$ cat src/rtl/trig_capture_pkg.sv
package trig_capture_pkg;
  localparam int REG_W = 7;

  localparam logic [1:0] ADDR_CTRL   = 2'd0;
  localparam logic [1:0] ADDR_DEPTH  = 2'd1;
  localparam logic [1:0] ADDR_STATUS = 2'd2;
  localparam logic [1:0] ADDR_START  = 2'd3;

  localparam logic [REG_W-1:0] CTRL_DEFAULT  = 7'h08;
  localparam logic [REG_W-1:0] DEPTH_DEFAULT = 7'h20;

  typedef enum logic [1:0] {
    TRIG_RISE = 2'd0,
    TRIG_FALL = 2'd1,
    TRIG_HIGH = 2'd2,
    TRIG_LOW  = 2'd3
  } trig_mode_e;

  typedef enum logic [1:0] {
    ST_IDLE,
    ST_FILL,
    ST_POST,
    ST_FLUSH
  } cap_state_e;

  typedef struct packed {
    logic wrEn;
    logic wrLast;
  } wr_strobe_t;

  function automatic logic [3:0] splitTenths(input logic [1:0] code);
    case (code)
      2'd0:    return 4'd3;
      2'd2:    return 4'd7;
      default: return 4'd5;
    endcase
  endfunction
endpackage

$ cat src/rtl/trig_capture_ctrl.sv
module trig_capture_ctrl
  import trig_capture_pkg::*;
#(
  parameter int MEM_DEPTH = 64,
  parameter int AW        = 6,
  parameter int LW        = 7,
  parameter int BUS_W     = 16
) (
  input  logic             clk,
  input  logic             rstAct,
  input  logic             busWe,
  input  logic [1:0]       busAddr,
  input  logic [BUS_W-1:0] busWdata,
  output logic [BUS_W-1:0] busRdata,
  input  logic             trigHit,
  input  logic             commitLast,
  output trig_mode_e       trigMode,
  output wr_strobe_t       strb,
  output logic [AW-1:0]    wrAddr,
  output logic             captureDone,
  output logic             armBit,
  output logic [LW-1:0]    recLen
);
  logic [REG_W-1:0] ctrlReg;
  logic [REG_W-1:0] depthReg;
  logic             doneBit;
  logic [AW-1:0]    startReg;

  cap_state_e    state;
  logic [AW-1:0] wrPtr;
  logic [AW-1:0] nextPtr;
  logic [LW-1:0] fillCnt;
  logic [LW-1:0] postCnt;
  logic [LW-1:0] preLen;
  logic [LW-1:0] postLen;
  logic [LW+3:0] preProd;
  logic          accept;
  logic          finishPulse;

  assign armBit      = ctrlReg[0];
  assign trigMode    = trig_mode_e'(ctrlReg[2:1]);
  assign captureDone = doneBit;
  assign wrAddr      = wrPtr;

  // Ring length and the pre/post split of the window
  always_comb begin
    if (int'(depthReg) == 0 || int'(depthReg) > MEM_DEPTH) recLen = LW'(MEM_DEPTH);
    else                                                   recLen = LW'(depthReg);
    preProd = {4'b0, recLen} * {{LW{1'b0}}, splitTenths(ctrlReg[4:3])};
    preLen  = LW'(preProd / (LW+4)'(10));
    postLen = recLen - preLen;
  end

  assign nextPtr     = (LW'(wrPtr) == recLen - LW'(1)) ? '0 : wrPtr + AW'(1);
  assign accept      = trigHit && (fillCnt >= preLen);
  assign finishPulse = (state == ST_FLUSH) && commitLast;

  always_comb begin
    strb.wrEn   = (state == ST_FILL) || (state == ST_POST);
    strb.wrLast = ((state == ST_FILL) && accept && (postLen == LW'(1))) ||
                  ((state == ST_POST) && ((postCnt + LW'(1)) == postLen));
  end

  // Configuration registers
  always_ff @(posedge clk) begin
    if (rstAct) begin
      ctrlReg  <= CTRL_DEFAULT;
      depthReg <= DEPTH_DEFAULT;
    end else begin
      if (finishPulse) ctrlReg[0] <= 1'b0;
      if (busWe && busAddr == ADDR_CTRL)  ctrlReg  <= busWdata[REG_W-1:0];
      if (busWe && busAddr == ADDR_DEPTH) depthReg <= busWdata[REG_W-1:0];
    end
  end

  always_comb begin
    busRdata = '0;
    case (busAddr)
      ADDR_CTRL:   busRdata[REG_W-1:0] = ctrlReg;
      ADDR_DEPTH:  busRdata[REG_W-1:0] = depthReg;
      ADDR_STATUS: busRdata[0]         = doneBit;
      default:     busRdata[AW-1:0]    = startReg;
    endcase
  end

  // Capture sequencer
  always_ff @(posedge clk) begin
    if (rstAct) begin
      state    <= ST_IDLE;
      wrPtr    <= '0;
      fillCnt  <= '0;
      postCnt  <= '0;
      doneBit  <= 1'b0;
      startReg <= '0;
    end else begin
      case (state)
        ST_IDLE: begin
          if (armBit) begin
            state   <= ST_FILL;
            wrPtr   <= '0;
            fillCnt <= '0;
            postCnt <= '0;
            doneBit <= 1'b0;
          end
        end
        ST_FILL: begin
          wrPtr <= nextPtr;
          if (fillCnt < recLen) fillCnt <= fillCnt + LW'(1);
          if (accept) begin
            postCnt <= LW'(1);
            state   <= strb.wrLast ? ST_FLUSH : ST_POST;
          end
        end
        ST_POST: begin
          wrPtr   <= nextPtr;
          postCnt <= postCnt + LW'(1);
          if (strb.wrLast) state <= ST_FLUSH;
        end
        default: begin
          if (commitLast) begin
            doneBit  <= 1'b1;
            startReg <= wrPtr;
            state    <= ST_IDLE;
          end
        end
      endcase
    end
  end
endmodule

$ cat src/rtl/trig_capture_datapath.sv
module trig_capture_datapath
  import trig_capture_pkg::*;
#(
  parameter int PROBE_W = 8,
  parameter int AW      = 6,
  parameter int WR_LAT  = 2
) (
  input  logic               clk,
  input  logic               rstAct,
  input  logic [PROBE_W-1:0] probeIn,
  input  logic               trigIn,
  input  trig_mode_e         trigMode,
  input  wr_strobe_t         strb,
  input  logic [AW-1:0]      wrAddr,
  output logic               trigHit,
  output logic               commitLast,
  input  logic [AW-1:0]      memRdAddr,
  output logic [PROBE_W-1:0] memRdData
);
  localparam int SLOTS = 1 << AW;
  localparam int LAST  = WR_LAT - 1;

  logic [PROBE_W-1:0] probeQ;
  logic               trigQ;
  logic               trigPrev;

  logic               pipeWe   [WR_LAT];
  logic               pipeLast [WR_LAT];
  logic [AW-1:0]      pipeAddr [WR_LAT];
  logic [PROBE_W-1:0] pipeData [WR_LAT];

  logic [PROBE_W-1:0] mem [SLOTS];

  // Input sampling, every cycle
  always_ff @(posedge clk) begin
    if (rstAct) begin
      trigQ    <= 1'b0;
      trigPrev <= 1'b0;
    end else begin
      trigQ    <= trigIn;
      trigPrev <= trigQ;
    end
    probeQ <= probeIn;
  end

  always_comb begin
    case (trigMode)
      TRIG_RISE: trigHit = trigQ & ~trigPrev;
      TRIG_FALL: trigHit = ~trigQ & trigPrev;
      TRIG_HIGH: trigHit = trigQ;
      default:   trigHit = ~trigQ;
    endcase
  end

  // Data and address travel through the same delay stages so they stay paired
  always_ff @(posedge clk) begin
    if (rstAct) begin
      for (int s = 0; s < WR_LAT; s++) begin
        pipeWe[s]   <= 1'b0;
        pipeLast[s] <= 1'b0;
      end
    end else begin
      pipeWe[0]   <= strb.wrEn;
      pipeLast[0] <= strb.wrEn & strb.wrLast;
      for (int s = 1; s < WR_LAT; s++) begin
        pipeWe[s]   <= pipeWe[s-1];
        pipeLast[s] <= pipeLast[s-1];
      end
    end
    pipeAddr[0] <= wrAddr;
    pipeData[0] <= probeQ;
    for (int s = 1; s < WR_LAT; s++) begin
      pipeAddr[s] <= pipeAddr[s-1];
      pipeData[s] <= pipeData[s-1];
    end
  end

  always_ff @(posedge clk) begin
    if (pipeWe[LAST]) mem[pipeAddr[LAST]] <= pipeData[LAST];
  end

  assign commitLast = pipeWe[LAST] & pipeLast[LAST];
  assign memRdData  = mem[memRdAddr];
endmodule

$ cat src/rtl/trig_capture_top.sv
module trig_capture_top
  import trig_capture_pkg::*;
#(
  parameter int PROBE_W         = 8,
  parameter int MEM_DEPTH       = 64,
  parameter int BUS_W           = 16,
  parameter int WR_LAT          = 2,
  parameter bit RST_ACTIVE_HIGH = 1'b0,
  localparam int AW             = $clog2(MEM_DEPTH),
  localparam int LW             = AW + 1
) (
  input  logic               clk,
  input  logic               rstIn,
  input  logic [PROBE_W-1:0] probeIn,
  input  logic               trigIn,
  input  logic               busWe,
  input  logic [1:0]         busAddr,
  input  logic [BUS_W-1:0]   busWdata,
  output logic [BUS_W-1:0]   busRdata,
  input  logic [AW-1:0]      memRdAddr,
  output logic [PROBE_W-1:0] memRdData,
  output logic               captureDone
);
  logic          rstAct;
  logic          trigHit;
  logic          commitLast;
  logic          armBit;
  trig_mode_e    trigMode;
  wr_strobe_t    strb;
  logic [AW-1:0] wrAddr;
  logic [LW-1:0] recLen;

  if (RST_ACTIVE_HIGH) begin : g_rst_high
    assign rstAct = rstIn;
  end else begin : g_rst_low
    assign rstAct = ~rstIn;
  end

  trig_capture_ctrl #(
    .MEM_DEPTH(MEM_DEPTH), .AW(AW), .LW(LW), .BUS_W(BUS_W)
  ) u_ctrl (
    .clk(clk), .rstAct(rstAct),
    .busWe(busWe), .busAddr(busAddr), .busWdata(busWdata), .busRdata(busRdata),
    .trigHit(trigHit), .commitLast(commitLast), .trigMode(trigMode),
    .strb(strb), .wrAddr(wrAddr), .captureDone(captureDone),
    .armBit(armBit), .recLen(recLen)
  );

  trig_capture_datapath #(
    .PROBE_W(PROBE_W), .AW(AW), .WR_LAT(WR_LAT)
  ) u_dp (
    .clk(clk), .rstAct(rstAct),
    .probeIn(probeIn), .trigIn(trigIn), .trigMode(trigMode),
    .strb(strb), .wrAddr(wrAddr), .trigHit(trigHit), .commitLast(commitLast),
    .memRdAddr(memRdAddr), .memRdData(memRdData)
  );
endmodule

$ cat config.mk
export PLATFORM = sky130hd
export DESIGN_NAME = trig_capture_top
export DESIGN_NICKNAME = d
export VERILOG_FILES = /design/src/rtl/trig_capture_pkg.sv /design/src/rtl/trig_capture_ctrl.sv /design/src/rtl/trig_capture_datapath.sv /design/src/rtl/trig_capture_top.sv
export SDC_FILE = /design/constraint.sdc
export NUM_CORES = 1
export LEC_CHECK = 0
export CORE_MARGIN = 8
export CORE_UTILIZATION = 25
export CTS_BUF_LIST = sky130_fd_sc_hd__clkbuf_4 sky130_fd_sc_hd__clkbuf_8
export DETAILED_ROUTE_END_ITERATION = 8
export GPL_TIMING_DRIVEN = 0
export PLACE_DENSITY = 0.43
export RECOVER_POWER = 25
export SYNTH_ARGS = -nofsm -noshare
export SYNTH_HDL_FRONTEND = slang
export SYNTH_SLANG_ARGS = --single-unit
$ cat constraint.sdc
create_clock -name clk -period 22.5 [get_ports clk]
set_clock_uncertainty 0.2 [all_clocks]
set_input_delay 4.5 -clock clk [delete_from_list [all_inputs] [get_ports clk]]
set_output_delay 4.5 -clock clk [all_outputs]
set_load 0.05 [all_outputs]
==> results of run 1 <==
[logic make-up (layout without fill, tap and decap cells)]
group	after synthesis	count (layout)	share of synthesized area, %
adder cells (fa/ha/maj)	46	46	2.503
AND/OR/NAND/NOR	303	303	6.151
flip-flops	597	597	68.59
buffers and inverters	100	333	1.734
multiplexers	199	199	16.50
other	1	10	0.01506
AO/OA/AOI/OAI	106	106	3.066
XOR/XNOR	37	37	1.442
[report_power, final]
part           leakage, nW  switching, mW  internal (mW)  total, mW
clock                 1.11          0.438          0.553      0.991
sequential            5.30        0.00923           1.21       1.22
combinational         3.02          0.152          0.104      0.256
total                 9.42          0.599           1.86       2.46
[state kept, by name, summed over array words and instances (netlist names), 6 cells and up]
signal           count
u_dp.mem           512
u_ctrl.fillCnt       7
u_dp.probeQ          8
u_dp.pipeData       16
u_ctrl.startReg      6
u_dp.pipeAddr       12
u_ctrl.depthReg      7
u_ctrl.ctrlReg       7
u_ctrl.postCnt       7
u_ctrl.wrAddr        6
[cell usage in the layout (no fill, tap or decap), drive strengths merged, types with 18 or more instances in the layout]
cell,count
inv,26
clkinv,31
clkbuf,201
nor2,116
mux2i,29
ha,37
dfxtp,85
nand2,38
edfxtp,512
nor2b,29
nand3,24
xnor2,18
clkdlybuf4s50,36
buf,35
nor3,18
mux4,169
o21ai,37
[stage by stage]
stage | hold slack, ps | cells | utilization, % | total power, mW
final | 106.3 | 2918 | 29.56 | 2.463
after global routing | 107.1 | 2918 | 29.56 | 2.564
after CTS | 97.92 | 2917 | 29.61 | 2.498
after detailed placement | 112.1 | 2728 | 27.47 | 1.498
after global placement | 110.2 | 2720 | 27.29 | 1.494
after floorplan | 109.6 | 1397 | - | 1.412
[critical path, cell delays in order]
cell and delay (ps):
clkbuf_1 760, buf_1 810, mux4_2 650, mux4_2 570, mux4_2 550, clkdlybuf4s50_1 730
[area by class of cell]
class	count	area, µm²
Antenna cell	1	2.502
Buffer	76	341.6
Clock buffer	152	1861
Clock inverter	37	245.2
Fill cell	9635	69430
Inverter	24	90.09
Multi-Input combinational cell	700	7433
Sequential cell	597	17080
Tap cell	1287	1610
Timing Repair Buffer	44	471.7
[metal layers]
layer  vias to the layer above  GRT usage (%)  share of wire [%]  wire (µm)
li1                       5847              -                  -          -
met2                       371          19.33                 49      31570
met1                      6826          14.99                 44      28470
met4                         0          3.056                2.0       1293
met3                        88          2.495                5.4       3528
met5                         -              0                  0          0
[worst min-delay path by stage]
stage | startpoint | end | slack, ps | cells past startpoint
2_1_floorplan | u_dp.pipeAddr[0][4]$_DFF_P_ | u_dp.pipeAddr[0][10]$_DFF_P_ | 110 | 0
3_3_place_gp | u_dp.pipeData[0][1]$_DFF_P_ | u_dp.pipeData[0][9]$_DFF_P_ | 110 | 0
3_5_place_dp | u_dp.probeQ[3]$_DFF_P_ | u_dp.pipeData[0][3]$_DFF_P_ | 110 | 0
4_1_cts | u_dp.probeQ[2]$_DFF_P_ | u_dp.pipeData[0][2]$_DFF_P_ | 100 | 0
5_1_grt | u_dp.probeQ[2]$_DFF_P_ | u_dp.pipeData[0][2]$_DFF_P_ | 110 | 0
6_report | u_dp.probeQ[2]$_DFF_P_ | u_dp.pipeData[0][2]$_DFF_P_ | 110 | 0
==> impl_metrics.json, run 1 <==
{
  "p_per_area_nw_per_um2": 84.54,
  "drtAntennaViolNets": 0,
  "routed_via_density": 4.500,
  "grt.total_usage_pct": 11.50,
  "status": "finished with violations",
  "crit_type": "primary input to output port",
  "drt_first_pass_iters": 5,
  "crit_start": "memRdAddr[0]",
  "drive_gt1_share_pct": 23.44,
  "vias": 13130,
  "crit_required_ps": 17800,
  "synth_most_common_cell": "edfxtp_1",
  "slew_headroom_pct": -58.52,
  "die_w_um": 331.6,
  "cp-endpoint": "memRdData[1]",
  "routed_wirelength_um": 64860,
  "r2r_start": "u_ctrl.depthReg[0]$_SDFFE_PN0P_",
  "worst_ep_arrival_time_ps": 8580,
  "grt_pass1_vias": 13630,
  "cts_made_buffers": 100,
  "synth_seq_cells": 597,
  "netlist_area_um2": 24900,
  "reg2reg_depth": 32,
  "syn_avg_cell_area_um2": 17.92,
  "cts_resized": 0,
  "die_h_um": 331.6,
  "clk_latency_ps": 690,
  "synth-main-ff-cell": "edfxtp_1",
  "place_ws_ps": 9112,
  "postLayoutCellArea_um2": 29130,
  "synth_cells": 1389,
  "synth_edf_count": 512,
  "cts_sinks": 597,
  "clock_path_buffers": 3,
  "yosysTopAreaCellShare_pct": 61.75,
  "leakage_nw": 9.425,
  "postCtsHoldBufs": 0,
  "reg2reg_to": "u_ctrl.state[0]$_SDFFE_PN0P_",
  "antenna_found_initial": 3,
  "grt-ovfl-total": 0,
  "worstMarginPinSlew_ps": 2378,
  "setup_viol": 0,
  "worst_slack_ps": 9218,
  "cp-end-kind": "output port",
  "drc": 0,
  "rsz0062_at_grt": "no",
  "syn_to_final_growth_pct": 17.01,
  "cts_root_buf": "clkbuf_8",
  "cp_max_fo": 10,
  "clkTransAtPathRegs_ps": 60,
  "synth_common_cells": "edfxtp_1, mux4_2, nor2_1, dfxtp_1, clkbuf_1",
  "fmax_mhz": 75.29,
  "drt_first_iter_violations": 1035,
  "async_reset_ff_share_pct": 0,
  "gp_congestion": 0.7524,
  "setup.worst_path.start_class": "primary input",
  "dieArea_um2": 109900,
  "synthTopCellsByArea": "edfxtp_1, mux4_2, dfxtp_1, ha_1, nor2_1",
  "hp-class": "flop to flop",
  "postCtsSetupBuffers": 0,
  "cap_violations": 3,
  "dpl_cell_area_um2": 27080,
  "yosys_warnings": 0,
  "h-tree-depth": 3,
  "routedWlPerCell_um": 22.23,
  "rows": 115,
  "start_util_pct": 25.26,
  "slew_violations": 147,
  "ys_seq_area_share_pct": 68.59,
  "yosysTopAreaCell": "edfxtp_1",
  "ioPinCount": 61,
  "vdd_drop_max_v": 0.00004071,
  "cts_tree": "built",
  "synth_cell_types": 72,
  "hold_violations": 0,
  "r2r_slack_ps": 14270,
  "nets": 1623,
  "period_minus_slack_ps": 13280,
  "hpwl_um": 43900,
  "violations": "capacitance limit, slew limit",
  "grt_first_pass_wirelength_um": 93410,
  "coreArea_um2": 98560,
  "finalSetupTns_ps": 0,
  "grt_max_degree": 53,
  "period_share_pct": 59.03,
  "port_buffers": 36
}
Power figures use the tool's default switching activity.
==> run 2: changes to the inputs <==
==> constraint.sdc (replaced) <==
create_clock -name clk -period 13.4 [get_ports clk]
set_clock_uncertainty 0.2 [all_clocks]
set_input_delay 2.68 -clock clk [delete_from_list [all_inputs] [get_ports clk]]
set_output_delay 2.68 -clock clk [all_outputs]
set_load 0.05 [all_outputs]
==> results of run 2 <==
The final DEF is identical to that of run 1. Status: finished with violations: capacitance limit, slew limit.
Among the figures that moved: setup slack after placement 9112 ps -> 3652 ps; setup slack after layout 9218 ps -> 3758 ps; register-to-register setup slack 14270 ps -> 5170 ps; total power 2.463 mW -> 4.135 mW; worst IR drop on VDD 0.00004071 V -> 0.00006835 V
